`src/rtl/lcd_tc_pkg.sv`:
```
`timescale 1ns/1ps
package lcd_tc_pkg;
  localparam int R_CTRL = 0;
  localparam int R_IRQ  = 1;
  localparam int R_HIZ  = 2;
  localparam int R_POL  = 3;
  localparam int R_ACT  = 4;
  localparam int R_HTIM = 5;
  localparam int R_VTIM = 6;
  localparam int R_SYNC = 7;

  localparam int B_CHAN  = 0;
  localparam int B_GLOB  = 4;
  localparam int DLY_LSB = 16;
  localparam int DLY_W   = 5;
  localparam int DLY_MAX = 30;
  localparam int B_IRQEN = 0;
  localparam int B_FLAG  = 16;
  localparam int HI_LSB  = 16;

  typedef enum logic [1:0] {ST_IDLE, ST_WAIT, ST_RUN} tcState_t;

  // control -> datapath
  typedef struct packed {
    logic clear;
    logic hRun;
    logic vRun;
    logic loadShadow;
  } tcStrobe_t;

  // datapath -> control / registers
  typedef struct packed {
    logic lineEnd;
    logic frameEnd;
    logic blankStart;
  } tcEvent_t;
endpackage

```
`src/rtl/lcd_tc_regs.sv`:
```
`timescale 1ns/1ps
module lcd_tc_regs
  import lcd_tc_pkg::*;
#(
  parameter int CNT_W   = 12,
  parameter int PIN_W   = 28,
  parameter int WADDR_W = 9
) (
  input  logic               clk,
  input  logic               rstN,
  input  logic               wrEn,
  input  logic [WADDR_W-1:0] wordAddr,
  input  logic [31:0]        wrData,
  output logic [31:0]        rdData,
  input  logic               loadShadow,
  input  logic               blankStart,
  output logic               enBoth,
  output logic [DLY_W-1:0]   startDelay,
  output logic               irqFlag,
  output logic               irqOut,
  output logic [PIN_W-1:0]   hiZ,
  output logic [CNT_W-1:0]   shHTotal,
  output logic [CNT_W-1:0]   shHBp,
  output logic [CNT_W-1:0]   shHSw,
  output logic [CNT_W-1:0]   shActW,
  output logic [CNT_W:0]     shVTotal,
  output logic [CNT_W-1:0]   shVBp,
  output logic [CNT_W-1:0]   shVSw,
  output logic [CNT_W-1:0]   shActH,
  output logic               shHInv,
  output logic               shVInv
);
  logic chanEn, globEn, irqEn;
  logic [DLY_W-1:0] dlyField;
  logic [PIN_W-1:0] hiZReg;
  logic [1:0] polReg;
  logic [CNT_W-1:0] pHTotal, pHBp, pHSw, pActW, pVBp, pVSw, pActH;
  logic [CNT_W:0] pVTotal;
  logic wrCtrl, wrIrq, wrHiZ, wrPol, wrAct, wrHTim, wrVTim, wrSync;
  logic unusedBus;

  assign unusedBus = ^wrData;

  assign wrCtrl = wrEn && (wordAddr == WADDR_W'(R_CTRL));
  assign wrIrq  = wrEn && (wordAddr == WADDR_W'(R_IRQ));
  assign wrHiZ  = wrEn && (wordAddr == WADDR_W'(R_HIZ));
  assign wrPol  = wrEn && (wordAddr == WADDR_W'(R_POL));
  assign wrAct  = wrEn && (wordAddr == WADDR_W'(R_ACT));
  assign wrHTim = wrEn && (wordAddr == WADDR_W'(R_HTIM));
  assign wrVTim = wrEn && (wordAddr == WADDR_W'(R_VTIM));
  assign wrSync = wrEn && (wordAddr == WADDR_W'(R_SYNC));

  always_ff @(posedge clk or negedge rstN) begin
    if (!rstN) begin
      chanEn <= 1'b0; globEn <= 1'b0; dlyField <= '0;
      irqEn <= 1'b0; irqFlag <= 1'b0;
      hiZReg <= '1; polReg <= '0;
      pHTotal <= '0; pHBp <= '0; pHSw <= '0; pActW <= '0;
      pVTotal <= '0; pVBp <= '0; pVSw <= '0; pActH <= '0;
    end else begin
      if (wrCtrl) begin
        chanEn   <= wrData[B_CHAN];
        globEn   <= wrData[B_GLOB];
        dlyField <= wrData[DLY_LSB +: DLY_W];
      end
      if (wrIrq) irqEn <= wrData[B_IRQEN];
      irqFlag <= blankStart | (irqFlag & ~(wrIrq & ~wrData[B_FLAG]));
      if (wrHiZ) hiZReg <= wrData[PIN_W-1:0];
      if (wrPol) polReg <= wrData[1:0];
      if (wrAct) begin
        pActW <= wrData[CNT_W-1:0];
        pActH <= wrData[HI_LSB +: CNT_W];
      end
      if (wrHTim) begin
        pHTotal <= wrData[CNT_W-1:0];
        pHBp    <= wrData[HI_LSB +: CNT_W];
      end
      if (wrVTim) begin
        pVTotal <= wrData[CNT_W:0];
        pVBp    <= wrData[HI_LSB +: CNT_W];
      end
      if (wrSync) begin
        pHSw <= wrData[CNT_W-1:0];
        pVSw <= wrData[HI_LSB +: CNT_W];
      end
    end
  end

  // frame-boundary copy seen by the timing datapath
  always_ff @(posedge clk or negedge rstN) begin
    if (!rstN) begin
      shHTotal <= '0; shHBp <= '0; shHSw <= '0; shActW <= '0;
      shVTotal <= '0; shVBp <= '0; shVSw <= '0; shActH <= '0;
      shHInv <= 1'b0; shVInv <= 1'b0;
    end else if (loadShadow) begin
      shHTotal <= pHTotal; shHBp <= pHBp; shHSw <= pHSw; shActW <= pActW;
      shVTotal <= pVTotal; shVBp <= pVBp; shVSw <= pVSw; shActH <= pActH;
      shHInv <= polReg[0]; shVInv <= polReg[1];
    end
  end

  always_comb begin
    rdData = '0;
    case (wordAddr)
      WADDR_W'(R_CTRL): begin
        rdData[B_CHAN] = chanEn;
        rdData[B_GLOB] = globEn;
        rdData[DLY_LSB +: DLY_W] = dlyField;
      end
      WADDR_W'(R_IRQ): begin
        rdData[B_IRQEN] = irqEn;
        rdData[B_FLAG]  = irqFlag;
      end
      WADDR_W'(R_HIZ):  rdData[PIN_W-1:0] = hiZReg;
      WADDR_W'(R_POL):  rdData[1:0] = polReg;
      WADDR_W'(R_ACT):  begin rdData[CNT_W-1:0] = pActW;   rdData[HI_LSB +: CNT_W] = pActH; end
      WADDR_W'(R_HTIM): begin rdData[CNT_W-1:0] = pHTotal; rdData[HI_LSB +: CNT_W] = pHBp;  end
      WADDR_W'(R_VTIM): begin rdData[CNT_W:0]   = pVTotal; rdData[HI_LSB +: CNT_W] = pVBp;  end
      WADDR_W'(R_SYNC): begin rdData[CNT_W-1:0] = pHSw;    rdData[HI_LSB +: CNT_W] = pVSw;  end
      default: rdData = '0;
    endcase
  end

  assign enBoth     = chanEn & globEn;
  assign startDelay = dlyField;
  assign irqOut     = irqFlag & irqEn;
  assign hiZ        = hiZReg;
endmodule

```
`src/rtl/lcd_tc_ctrl.sv`:
```
`timescale 1ns/1ps
module lcd_tc_ctrl
  import lcd_tc_pkg::*;
(
  input  logic             clk,
  input  logic             rstN,
  input  logic             enBoth,
  input  logic [DLY_W-1:0] startDelay,
  input  tcEvent_t         ev,
  output tcStrobe_t        strobe
);
  tcState_t state;
  logic [DLY_W-1:0] dlyClamp, dlyLim, waitCnt;

  assign dlyClamp = (startDelay > DLY_W'(DLY_MAX)) ? DLY_W'(DLY_MAX) : startDelay;

  always_comb begin
    strobe.clear      = (state == ST_IDLE);
    strobe.hRun       = (state != ST_IDLE);
    strobe.vRun       = (state == ST_RUN);
    strobe.loadShadow = (state == ST_IDLE) || ((state == ST_RUN) && ev.frameEnd);
  end

  always_ff @(posedge clk or negedge rstN) begin
    if (!rstN) begin
      state   <= ST_IDLE;
      dlyLim  <= '0;
      waitCnt <= '0;
    end else begin
      case (state)
        ST_IDLE: if (enBoth) begin
          dlyLim  <= dlyClamp;
          waitCnt <= '0;
          state   <= (dlyClamp == '0) ? ST_RUN : ST_WAIT;
        end
        ST_WAIT: begin
          if (!enBoth) state <= ST_IDLE;
          else if (ev.lineEnd) begin
            if (waitCnt == dlyLim - DLY_W'(1)) state <= ST_RUN;
            else waitCnt <= waitCnt + DLY_W'(1);
          end
        end
        ST_RUN: if (!enBoth) state <= ST_IDLE;
        default: state <= ST_IDLE;
      endcase
    end
  end
endmodule

```
`src/rtl/lcd_tc_dp.sv`:
```
`timescale 1ns/1ps
module lcd_tc_dp
  import lcd_tc_pkg::*;
#(
  parameter int CNT_W = 12
) (
  input  logic             clk,
  input  logic             rstN,
  input  tcStrobe_t        strobe,
  input  logic [CNT_W-1:0] hTotal,
  input  logic [CNT_W-1:0] hBp,
  input  logic [CNT_W-1:0] hSw,
  input  logic [CNT_W-1:0] actW,
  input  logic [CNT_W:0]   vTotal,
  input  logic [CNT_W-1:0] vBp,
  input  logic [CNT_W-1:0] vSw,
  input  logic [CNT_W-1:0] actH,
  input  logic             hInv,
  input  logic             vInv,
  output tcEvent_t         ev,
  output logic [CNT_W-1:0] hCnt,
  output logic [CNT_W-1:0] vCnt,
  output logic             hsyncOut,
  output logic             vsyncOut,
  output logic             deOut
);
  logic [CNT_W:0] hNext, vNext, hEnd, vEnd;
  logic [CNT_W+1:0] vHalf;
  logic hLast, vLast, hWin, vWin;

  assign hNext = {1'b0, hCnt} + (CNT_W+1)'(1);
  assign vNext = {1'b0, vCnt} + (CNT_W+1)'(1);
  assign vHalf = {1'b0, vCnt, 1'b0} + (CNT_W+2)'(2);
  assign hLast = hNext >= {1'b0, hTotal};
  assign vLast = vHalf >= {1'b0, vTotal};
  assign hEnd  = {1'b0, hBp} + {1'b0, actW};
  assign vEnd  = {1'b0, vBp} + {1'b0, actH};

  assign ev.lineEnd    = strobe.hRun & hLast;
  assign ev.frameEnd   = strobe.vRun & ev.lineEnd & vLast;
  assign ev.blankStart = strobe.vRun & ev.lineEnd & ~vLast & (vNext == vEnd);

  always_ff @(posedge clk or negedge rstN) begin
    if (!rstN) begin
      hCnt <= '0;
      vCnt <= '0;
    end else if (strobe.clear) begin
      hCnt <= '0;
      vCnt <= '0;
    end else begin
      if (strobe.hRun) hCnt <= ev.lineEnd ? '0 : hNext[CNT_W-1:0];
      if (strobe.vRun && ev.lineEnd) vCnt <= vLast ? '0 : vNext[CNT_W-1:0];
    end
  end

  assign hWin = (hCnt >= hBp) && ({1'b0, hCnt} < hEnd);
  assign vWin = (vCnt >= vBp) && ({1'b0, vCnt} < vEnd);

  assign deOut    = strobe.vRun & hWin & vWin;
  assign hsyncOut = (strobe.vRun & (hCnt < hSw)) ^ hInv;
  assign vsyncOut = (strobe.vRun & (vCnt < vSw)) ^ vInv;
endmodule

```
`src/rtl/lcd_timing_ctrl.sv`:
```
`timescale 1ns/1ps
module lcd_timing_ctrl
  import lcd_tc_pkg::*;
#(
  parameter int CNT_W   = 12,
  parameter int PIN_W   = 28,
  parameter int WADDR_W = 9
) (
  input  logic               clk,
  input  logic               rstN,
  input  logic               busWrEn,
  input  logic [WADDR_W-1:0] busWordAddr,
  input  logic [31:0]        busWrData,
  output logic [31:0]        busRdData,
  output logic               hsyncOut,
  output logic               vsyncOut,
  output logic               deOut,
  output logic [PIN_W-1:0]   pinHiZ,
  output logic               vblankIrq
);
  tcStrobe_t strobe;
  tcEvent_t ev;
  logic enBoth, irqFlag, shHInv, shVInv;
  logic [DLY_W-1:0] startDelay;
  logic [CNT_W-1:0] shHTotal, shHBp, shHSw, shActW, shVBp, shVSw, shActH, hCnt, vCnt;
  logic [CNT_W:0] shVTotal;

  lcd_tc_regs #(.CNT_W(CNT_W), .PIN_W(PIN_W), .WADDR_W(WADDR_W)) u_regs (
    .clk(clk), .rstN(rstN), .wrEn(busWrEn), .wordAddr(busWordAddr),
    .wrData(busWrData), .rdData(busRdData),
    .loadShadow(strobe.loadShadow), .blankStart(ev.blankStart),
    .enBoth(enBoth), .startDelay(startDelay), .irqFlag(irqFlag),
    .irqOut(vblankIrq), .hiZ(pinHiZ),
    .shHTotal(shHTotal), .shHBp(shHBp), .shHSw(shHSw), .shActW(shActW),
    .shVTotal(shVTotal), .shVBp(shVBp), .shVSw(shVSw), .shActH(shActH),
    .shHInv(shHInv), .shVInv(shVInv)
  );

  lcd_tc_ctrl u_ctrl (
    .clk(clk), .rstN(rstN), .enBoth(enBoth), .startDelay(startDelay),
    .ev(ev), .strobe(strobe)
  );

  lcd_tc_dp #(.CNT_W(CNT_W)) u_dp (
    .clk(clk), .rstN(rstN), .strobe(strobe),
    .hTotal(shHTotal), .hBp(shHBp), .hSw(shHSw), .actW(shActW),
    .vTotal(shVTotal), .vBp(shVBp), .vSw(shVSw), .actH(shActH),
    .hInv(shHInv), .vInv(shVInv), .ev(ev), .hCnt(hCnt), .vCnt(vCnt),
    .hsyncOut(hsyncOut), .vsyncOut(vsyncOut), .deOut(deOut)
  );
endmodule

```
`config.mk`:
```
export PLATFORM = sky130hd
export DESIGN_NAME = lcd_timing_ctrl
export DESIGN_NICKNAME = d
export VERILOG_FILES = /design/src/rtl/lcd_tc_pkg.sv /design/src/rtl/lcd_tc_regs.sv /design/src/rtl/lcd_tc_ctrl.sv /design/src/rtl/lcd_tc_dp.sv /design/src/rtl/lcd_timing_ctrl.sv
export SDC_FILE = /design/constraint.sdc
export NUM_CORES = 1
export LEC_CHECK = 0
export BUFFER_PORTS_ARGS = -buffer_cell sky130_fd_sc_hd__buf_2
export CAP_MARGIN = 20
export CORE_ASPECT_RATIO = 1.1
export CORE_MARGIN = 10
export CORE_UTILIZATION = 34
export CTS_CLUSTER_SIZE = 8
export DETAILED_ROUTE_END_ITERATION = 12
export PLACE_DENSITY_LB_ADDON = 0.05
export SYNTH_ARGS = -nofsm -noshare
export SYNTH_HDL_FRONTEND = slang
export SYNTH_SLANG_ARGS = --single-unit
```
`constraint.sdc`:
```
create_clock -name clk -period 11.3 [get_ports clk]
set_clock_uncertainty 0.05 [all_clocks]
set_input_delay 1.695 -clock clk [delete_from_list [all_inputs] [get_ports clk]]
set_output_delay 1.695 -clock clk [all_outputs]
set_load 0.01 [all_outputs]
```
---- Yosys cells after proc, flatten, opt, wreduce, memory -nomap -nowiden ----
Cells that the tools add are included.
storage, ports and cells
  register bits after elaboration ......... 271
  output and inout bits ................... 64
  word-level logic and storage cells ...... 135
operators by class
  equal/unequal tests ..................... 18
  order comparisons ....................... 9
  bitwise logic cells ..................... 19
  reductions and logical operators ........ 23
  multiplexer cells ....................... 29
  add/subtract/negate cells ............... 7
operators with widths
  cell                                                 count
  two-way mux 12 bit                                   6
  one-hot mux 7 bit (5 select lines)                   2
  equality test 9 x 3 -> 1 bit, second input constant  4
  adder 12 x 1 -> 13 bit, second input constant        2
  adder 12 x 12 -> 13 bit                              2
  less-than comparator 12 x 13 -> 1 bit                2
  two-way mux 5 bit                                    5
  >= comparator 12 bit                                 2
  less-than comparator 12 bit                          2
  one-hot mux 4 bit (6 select lines)                   1
  equality test 9 x 2 -> 1 bit, second input constant  2
  adder 13 x 2 -> 14 bit, second input constant        1
  >= comparator 14 x 13 -> 1 bit                       1
  bitwise AND 1 bit                                    13
  equality test 13 bit                                 1
  >= comparator 13 x 12 -> 1 bit                       1
  logical AND 1 bit                                    12
  two-way mux 2 bit                                    6
  one-hot mux 1 bit (6 select lines)                   2
  one-hot mux 2 bit (5 select lines)                   1
  one-hot mux 5 bit (2 select lines)                   1
  equality test 9 x 1 -> 1 bit, second input constant  1
  zero test 9 bit                                      1
  one-hot mux 1 bit (8 select lines)                   1
  24 further kinds                                     33

---- Longest topological paths before layout ----
Gate-level depths: netlist (run 1).
  depth in word-level cells ............... 7
  gate-level depth with buffers ........... 18
  depth with buffers taken out ............ 18

---- Cells and area by module ----
From an unflattened synthesis (run 1), not the netlist that was laid out.
unflattened totals
  cells, all modules ...................... 1321
  area total of the unflattened synthesis .. 15656.3 um2
by module, submodules not included
  module       area each (um2)  times used  cells an instance
  lcd_tc_regs  10077.2          1           629
  lcd_tc_dp    4819.6           1           614
  lcd_tc_ctrl  759.5            1           78

---- Least setup slack after synthesis (run 1) ----
OpenSTA, ideal clock, no wires.
  path type ............................... register -> output
  from .................................... register u_regs.shHBp[0]
  to ...................................... output deOut
  data required time ...................... 9.555 ns
  setup slack ............................. 5.782 ns
  arrival time ............................ 3.773 ns
  buffers on the path ..................... 0
  stages on the path, launching flop included .. 19
  cells stage by stage .................... dfrtp_1 -> ha_1 -> inv_1 -> fa_1 -> nor2b_1 -> o21ai_0 -> a21boi_0 -> o21ai_0 -> a2111oi_0 -> o21ai_0 -> nand2_1 -> nand2_1 -> ha_1 -> or4_1 -> a211oi_1 -> o21ai_0 -> nand2_1 -> a21oi_1 -> a2111oi_0
between the ends
  cells in the longest elaborated chain, start to end .. 5
  elaborated cells between the ends (all ways) .. 6
  classes of those cells .................. add/sub: 1; order compare: 2; bitwise: 2; reduce/logical: 1
ends and longest elaborated chain
  item                                   RTL line               source
  from (decl)                            lcd_tc_regs.sv:23      output logic [CNT_W-1:0] shHBp,
  from (signal assigned)                 lcd_tc_regs.sv:96      shHTotal <= pHTotal; shHBp <= pHBp; shHSw <= pHSw; shActW <= pActW;
  adder 12 x 12 -> 13 bit                lcd_tc_dp.sv:36        assign hEnd = {1'b0, hBp} + {1'b0, actW};
  less-than comparator 12 x 13 -> 1 bit  lcd_tc_dp.sv:56        assign hWin = (hCnt >= hBp) && ({1'b0, hCnt} < hEnd);
  logical AND 1 bit (*)                  lcd_tc_dp.sv:56
  bitwise AND 1 bit (*) (2 in series)    lcd_tc_dp.sv:59        assign deOut = strobe.vRun & hWin & vWin;
  to (decl)                              lcd_timing_ctrl.sv:17  output logic deOut,
Every way passes the cells marked *; elsewhere a longest branch is shown, timed or not.

---- Final worst setup path (run 1) ----
Ends and elaborated chain as after synthesis.

==> flow_summary.ini, run 1 <==
[setup_path]
cp-end-kind = output pin
rr_startpoint = u_dp.hCnt[1]$_DFF_PN0_
crit_start = u_regs.shHBp[0]$_DFFE_PN0P_
arrival_ns = 5.56
critical_path.max_fanout = 3
reg2reg_depth = 14
required_ns = 9.56
crit_end = deOut
crit_type = reg -> out
r2r_slack_ns = 6.61
worstReg2RegEnd = u_regs.shActH[11]$_DFFE_PN0P_
startpoint_type = flop

[timing]
drv_slew = 0
fmax_mhz = 137
setup_viol = 0
period_minus_slack_ns = 7.31
whs_ns = 0.451
rsz0062_at_grt = false
tightest_slew_ns = 1.12
final.period_utilization_pct = 64.7
max-slew-margin-rel_pct = 25.3
finalWorstSetupSlack_ns = 3.99
finalHoldViolations = 0
fin_tns_setup_ns = 0

[grt]
grt-ovfl-total = 0
grt_max_degree = 83
antenna_found_initial = 1
grt_use_total_pct = 17.4
grt_pass1_wl_um = 69600
grt_pass1_vias = 10900

[cts]
clkTransAtPathRegs_ns = 0.05
cts_setup_buffers = 0
tritoncts = built
ctsHtreeMaxLevel = 2
cts_sinks = 271
worstSkewPairLatency_ns = 0.56
cts_root_buf = clkbuf_16
cts_buffer_depth = 3
cts_resized = 0
ctsHoldBuffers = 0
cts_buffers = 40

[synth]
yosysWarnings = 0
netlist_instances = 1358
synth_edf_count = 0
synth-seq-cells = 271
synth_ff_type = dfrtp_1
ys_async_sr_fraction_pct = 100
synth.distinct_cells = 76
syn_area_mm2 = 0.0149
synth.avg_cell_area_um2 = 11.0
seq_area_frac_synth_pct = 45.7

[detailed_routing]
drt_iter0_drc = 612
drc = 0
firstDrtPassIters = 5
viasPerCell = 5.14
drt_wl_total_um = 45600
drt-wirelength-per-cell_um = 22.1
antenna_left = 0
vias = 10600

[place]
routabilityCongestion = 0.838
hpwl_um = 31500
numPortBuffers = 99
dp.cells = 1995
dp_slack_ns = 4.49

[floorplan]
coreArea_mm2 = 0.0434
die_w_um = 220
die_h_um = 240
fp-row-count = 80
num_io_pins = 108
start_util_pct = 34.4
die-area_mm2 = 0.0527

[cells_and_area]
largest_reg_flops = 28
seqCellArea_mm2 = 0.00682
final_common_cell = dfrtp_1
multi_input_area_mm2 = 0.00752
fill_cells = 4361
final_nets = 1630
layout_common_cells = dfrtp_1 (243), mux2_2 (139), nand2_1 (131)
drive_above_1_share_pct = 25.9
syn_to_final_growth_pct = 15.2
fin_cells = 2070

[power_and_ir_drop]
power_density_mw_per_mm2 = 133
ir_drop_mv = 0.101
leakage_uw = 0.00829

[worst_hold_path]
hold_start = u_regs.pVTotal[1]$_DFFE_PN0P_
min_path_type = reg -> reg
hold_path_depth = 2

[flow_run]
maxCapViolations = 0

[outcome]
status = finished clean
## power by group
part           leakage [uW]  internal (uW)  switching, uW
clock network      0.000556            684            462
logic               0.00407           50.3           81.0
registers           0.00366            997           16.4
## final cells by class
cell class / count / area share, %
inverter: 93 / 2.03
multi-input combinational: 944 / 43.7
tap: 574 / 4.18
clock buffer: 71 / 6.68
clock inverter: 3 / 0.145
sequential: 271 / 39.6
timing repair buffer: 113 / 3.62
antenna: 1 / 0.0145
## critical path, cell delays in order (launching register included)
cell and delay (ns):
dfrtp_1 0.37, ha_1 0.18, inv_1 0.05, fa_1 0.40
nor2b_1 0.12, o21ai_0 0.13, a21boi_0 0.18, o21ai_0 0.18
a2111oi_0 0.66, o21ai_0 0.16, nand2_1 0.10, nand2_1 0.05
ha_1 0.21, or4_1 0.46, a211oi_1 0.22, o21ai_0 0.16
nand2_1 0.14, o32ai_1 0.09, a2111oi_0 0.84, buf_2 0.29
## how the worst min path moves through the flow
stage / slack [ns] / end
floorplan: 0.41 / u_regs.shHBp[10]$_DFFE_PN0P_
global placement: 0.44 / u_regs.shVTotal[1]$_DFFE_PN0P_
detailed placement: 0.44 / u_regs.shHSw[1]$_DFFE_PN0P_
CTS: 0.45 / u_regs.shVTotal[1]$_DFFE_PN0P_
global route: 0.48 / u_regs.shActW[5]$_DFFE_PN0P_
finish: 0.45 / u_regs.shVTotal[1]$_DFFE_PN0P_
## synth_stat cells (all sizes together), types with 20 or more instances
cell type / instances / area share [%]
a21o: 20 / 1.0
o21ai: 115 / 3.9
nor2: 46 / 1.3
inv: 93 / 2.3
nand3: 31 / 1.1
a22oi: 41 / 2.1
a21oi: 38 / 1.4
xnor2: 31 / 1.8
buf: 36 / 1.4
nand2: 138 / 3.6
mux2: 169 / 13
ha: 121 / 10
dfrtp: 243 / 41
xor2: 28 / 1.8
dfstp: 28 / 4.9
## per-layer routing
| layer | vias up | track usage, % | share of wire, % |
|---|---|---|---|
| li1 | 5063 | - | - |
| met1 | 5334 | 24.6 | 49 |
| met2 | 193 | 26.4 | 45 |
| met3 | 52 | 3.24 | 4.5 |
| met4 | 0 | 5.40 | 2.1 |
| met5 | - | 0 | 0 |
## cells by family after synthesis
group                    after synthesis  synth area share [%]
flip-flops                           271                  45.7
buffers and inverters                146                  4.14
AO/OA/AOI/OAI                        286                  12.6
adder cells (fa/ha/maj)              123                  10.4
XOR/XNOR                              59                  3.61
AND/OR/NAND/NOR                      302                  10.0
other                                  1                0.0251
multiplexers                         170                  13.5
## through the flow
stage	total power [uW]	instance area, um2	util (%)
floorplan	1090	14900	-
global placement	1160	16000	36.8
detailed placement	1160	16000	36.9
CTS	2330	17200	39.6
global route	2390	17200	39.6
finish	2290	17200	39.6
(Power assumes the default switching activity.)
==> inputs of run 2 (changes only) <==
--- a/config.mk
+++ b/config.mk
@@ -5,6 +5,7 @@
 export SDC_FILE = /design/constraint.sdc
 export NUM_CORES = 1
 export LEC_CHECK = 0
+export ABC_AREA = 1
 export BUFFER_PORTS_ARGS = -buffer_cell sky130_fd_sc_hd__buf_2
 export CAP_MARGIN = 20
 export CORE_ASPECT_RATIO = 1.1
==> constraint.sdc (replaced) <==
create_clock -name clk -period 6.5 [get_ports clk]
set_clock_uncertainty 0.05 [all_clocks]
set_input_delay 0.975 -clock clk [delete_from_list [all_inputs] [get_ports clk]]
set_output_delay 0.975 -clock clk [all_outputs]
set_load 0.01 [all_outputs]
==> flow_summary.ini, run 2 <==
[outcome]
status = finished clean

[cells_and_area]
final_nets = 2213
antenna_cells = 0
final_common_cell = nand2_1
syn_to_final_growth_pct = 13.9
largest_reg_flops = 28
drive_above_1_share_pct = 11.3
layout_common_cells = nand2_1 (531), inv_1 (287), dfrtp_1 (243)
fin_cells = 2661

[timing]
period_minus_slack_ns = 4.96
finalHoldViolations = 0
setup_viol = 0
max-slew-margin-rel_pct = 33.7
tightest_slew_ns = 0.991
drv_slew = 0
final.period_utilization_pct = 76.4
fmax_mhz = 201
finalWorstSetupSlack_ns = 1.54
fin_tns_setup_ns = 0
rsz0062_at_grt = false

[detailed_routing]
firstDrtPassIters = 5
drt-wirelength-per-cell_um = 19.0
vias = 13100
drt_iter0_drc = 916
antenna_left = 0
drc = 0
drt_wl_total_um = 50600
viasPerCell = 4.93

[cts]
worstSkewPairLatency_ns = 0.55
cts_resized = 0
ctsHoldBuffers = 0
clkTransAtPathRegs_ns = 0.05
cts_setup_buffers = 0
ctsHtreeMaxLevel = 2
tritoncts = built
cts_buffers = 40
cts_sinks = 271
cts_buffer_depth = 3
cts_root_buf = clkbuf_16

[place]
dp.cells = 2592
routabilityCongestion = 0.867
dp_slack_ns = 2.17
numPortBuffers = 99
hpwl_um = 37000

[synth]
yosysMostFrequentCell = nand2_1
synth_ff_type = dfrtp_1
syn_area_mm2 = 0.0156
yosysWarnings = 0
ys_async_sr_fraction_pct = 100
netlist_instances = 1955
synth_area_leaders = dfrtp_1 (39%), nand2_1 (13%), ha_1 (9.7%)
synth_top_area_share_pct = 39.0
synth-seq-cells = 271
synth.avg_cell_area_um2 = 7.97
synth.distinct_cells = 48
synth_edf_count = 0
seq_area_frac_synth_pct = 43.7
synthTopCellsByCount = nand2_1 (532), inv_1 (287), dfrtp_1 (243)
yosysTopAreaCell = dfrtp_1

[setup_path]
crit_type = reg -> out
cp-end-kind = output pin
arrival_ns = 3.94
startpoint_type = flop
required_ns = 5.47
critical_path.max_fanout = 3

[power_and_ir_drop]
power_density_mw_per_mm2 = 227
leakage_uw = 0.00878
ir_drop_mv = 0.208

[grt]
grt-ovfl-total = 0
antenna_found_initial = 0
grt_pass1_wl_um = 78900
grt_pass1_vias = 13100
grt_max_degree = 162
grt_use_total_pct = 18.7

[worst_hold_path]
min_path_type = in -> async

[floorplan]
die_w_um = 224
coreArea_mm2 = 0.0455
die-area_mm2 = 0.0548
start_util_pct = 34.3
fp-row-count = 82
num_io_pins = 108
die_h_um = 245

[flow_run]
maxCapViolations = 0
run 2: cell count changes in the layout (fill, tap and decap cells not counted), moves of 24 or more:
cell / change
mux2_2: -139
o21ai_2: +28
nand3_1: +80
o22ai_1: +24
a22oi_1: -40
inv_1: +194
nor2_1: +54
a21oi_1: +26
nand2_1: +400
mux2_4: -27
o21ai_0: +87
run 2: path summary, 6_finish.rpt:
check                           slack, ns                      startpoint  cells after the start                               to
worst max register to register       2.27        u_dp.vCnt[7]$_DFFE_PN0P_                     15   u_regs.shVTotal[6]$_DFFE_PN0P_
min in group clk                     0.42  u_regs.shVTotal[0]$_DFFE_PN0P_                      2   u_regs.shVTotal[0]$_DFFE_PN0P_
worst max-delay path                 1.54     u_regs.shHBp[0]$_DFFE_PN0P_                     18                            deOut
max in group asynchronous            4.63                            rstN                      2   u_regs.pVTotal[12]$_DFFE_PN0P_
worst min-delay path                 0.36                            rstN                      1  u_regs.shHTotal[10]$_DFFE_PN0P_
worst min register to register       0.42  u_regs.shVTotal[0]$_DFFE_PN0P_                      2   u_regs.shVTotal[0]$_DFFE_PN0P_
run 2: area by class of cell:
cell class,count,area (um2)
clock buffer,66,1120
clock inverter,3,55.1
fill,4845,27700
inverter,292,1100
multi-input combinational,1329,7310
sequential,271,6820
tap,588,736
timing repair buffer,112,628
run 2: through the flow:
stage	hold slack [ns]	util (%)	power, uW	instance area, um2
3_5_place_dp	0.410	36.5	2070	16600
5_1_grt	0.396	39.1	4210	17800
4_1_cts	0.398	39.1	4100	17800
6_report	0.358	39.1	4030	17800
2_1_floorplan	0.392	-	1950	15600
3_3_place_gp	0.406	36.5	2070	16600
run 2: kinds of logic (layout without fill, tap and decap cells):
kind of cell / count (synthesis) / after routing / synth area share, %
adder cells (fa/ha/maj): 123 / 123 / 9.97
other: 1 / 4 / 0.0241
AO/OA/AOI/OAI: 386 / 386 / 14.3
AND/OR/NAND/NOR: 784 / 784 / 20.6
XOR/XNOR: 32 / 32 / 1.80
flip-flops: 271 / 271 / 43.7
buffers and inverters: 358 / 473 / 9.53
run 2: layer usage:
metal  share of wire, %  vias to the layer above  track usage (%)  wire length [um]
met5                  0                        -                0                 0
met4                2.3                        0             5.14              1170
met3                5.2                       64             3.36              2610
met2                 43                      279             28.1             21800
met1                 49                     6241             26.9             25000
li1                   -                     6546                -                 -
run 2: critical path, cell delays in order (launching register included):
cell	delay, ns
dfrtp_1	0.39
ha_1	0.16
inv_1	0.08
fa_1	0.41
o21ai_0	0.46
a21oi_1	0.20
o21ai_0	0.34
xor2_1	0.21
ha_1	0.27
inv_1	0.07
nor3_1	0.05
nor2_1	0.09
nand3_1	0.10
nand3_1	0.08
nand2_1	0.06
nand2_1	0.05
nand2_1	0.06
nor2_1	0.14
buf_2	0.17
run 2: power by group:
| group | total (uW) | internal (uW) | switching [uW] |
|---|---|---|---|
| logic | 272 | 85.0 | 187 |
| clock network | 1990 | 1200 | 789 |
| registers | 1770 | 1730 | 34.6 |
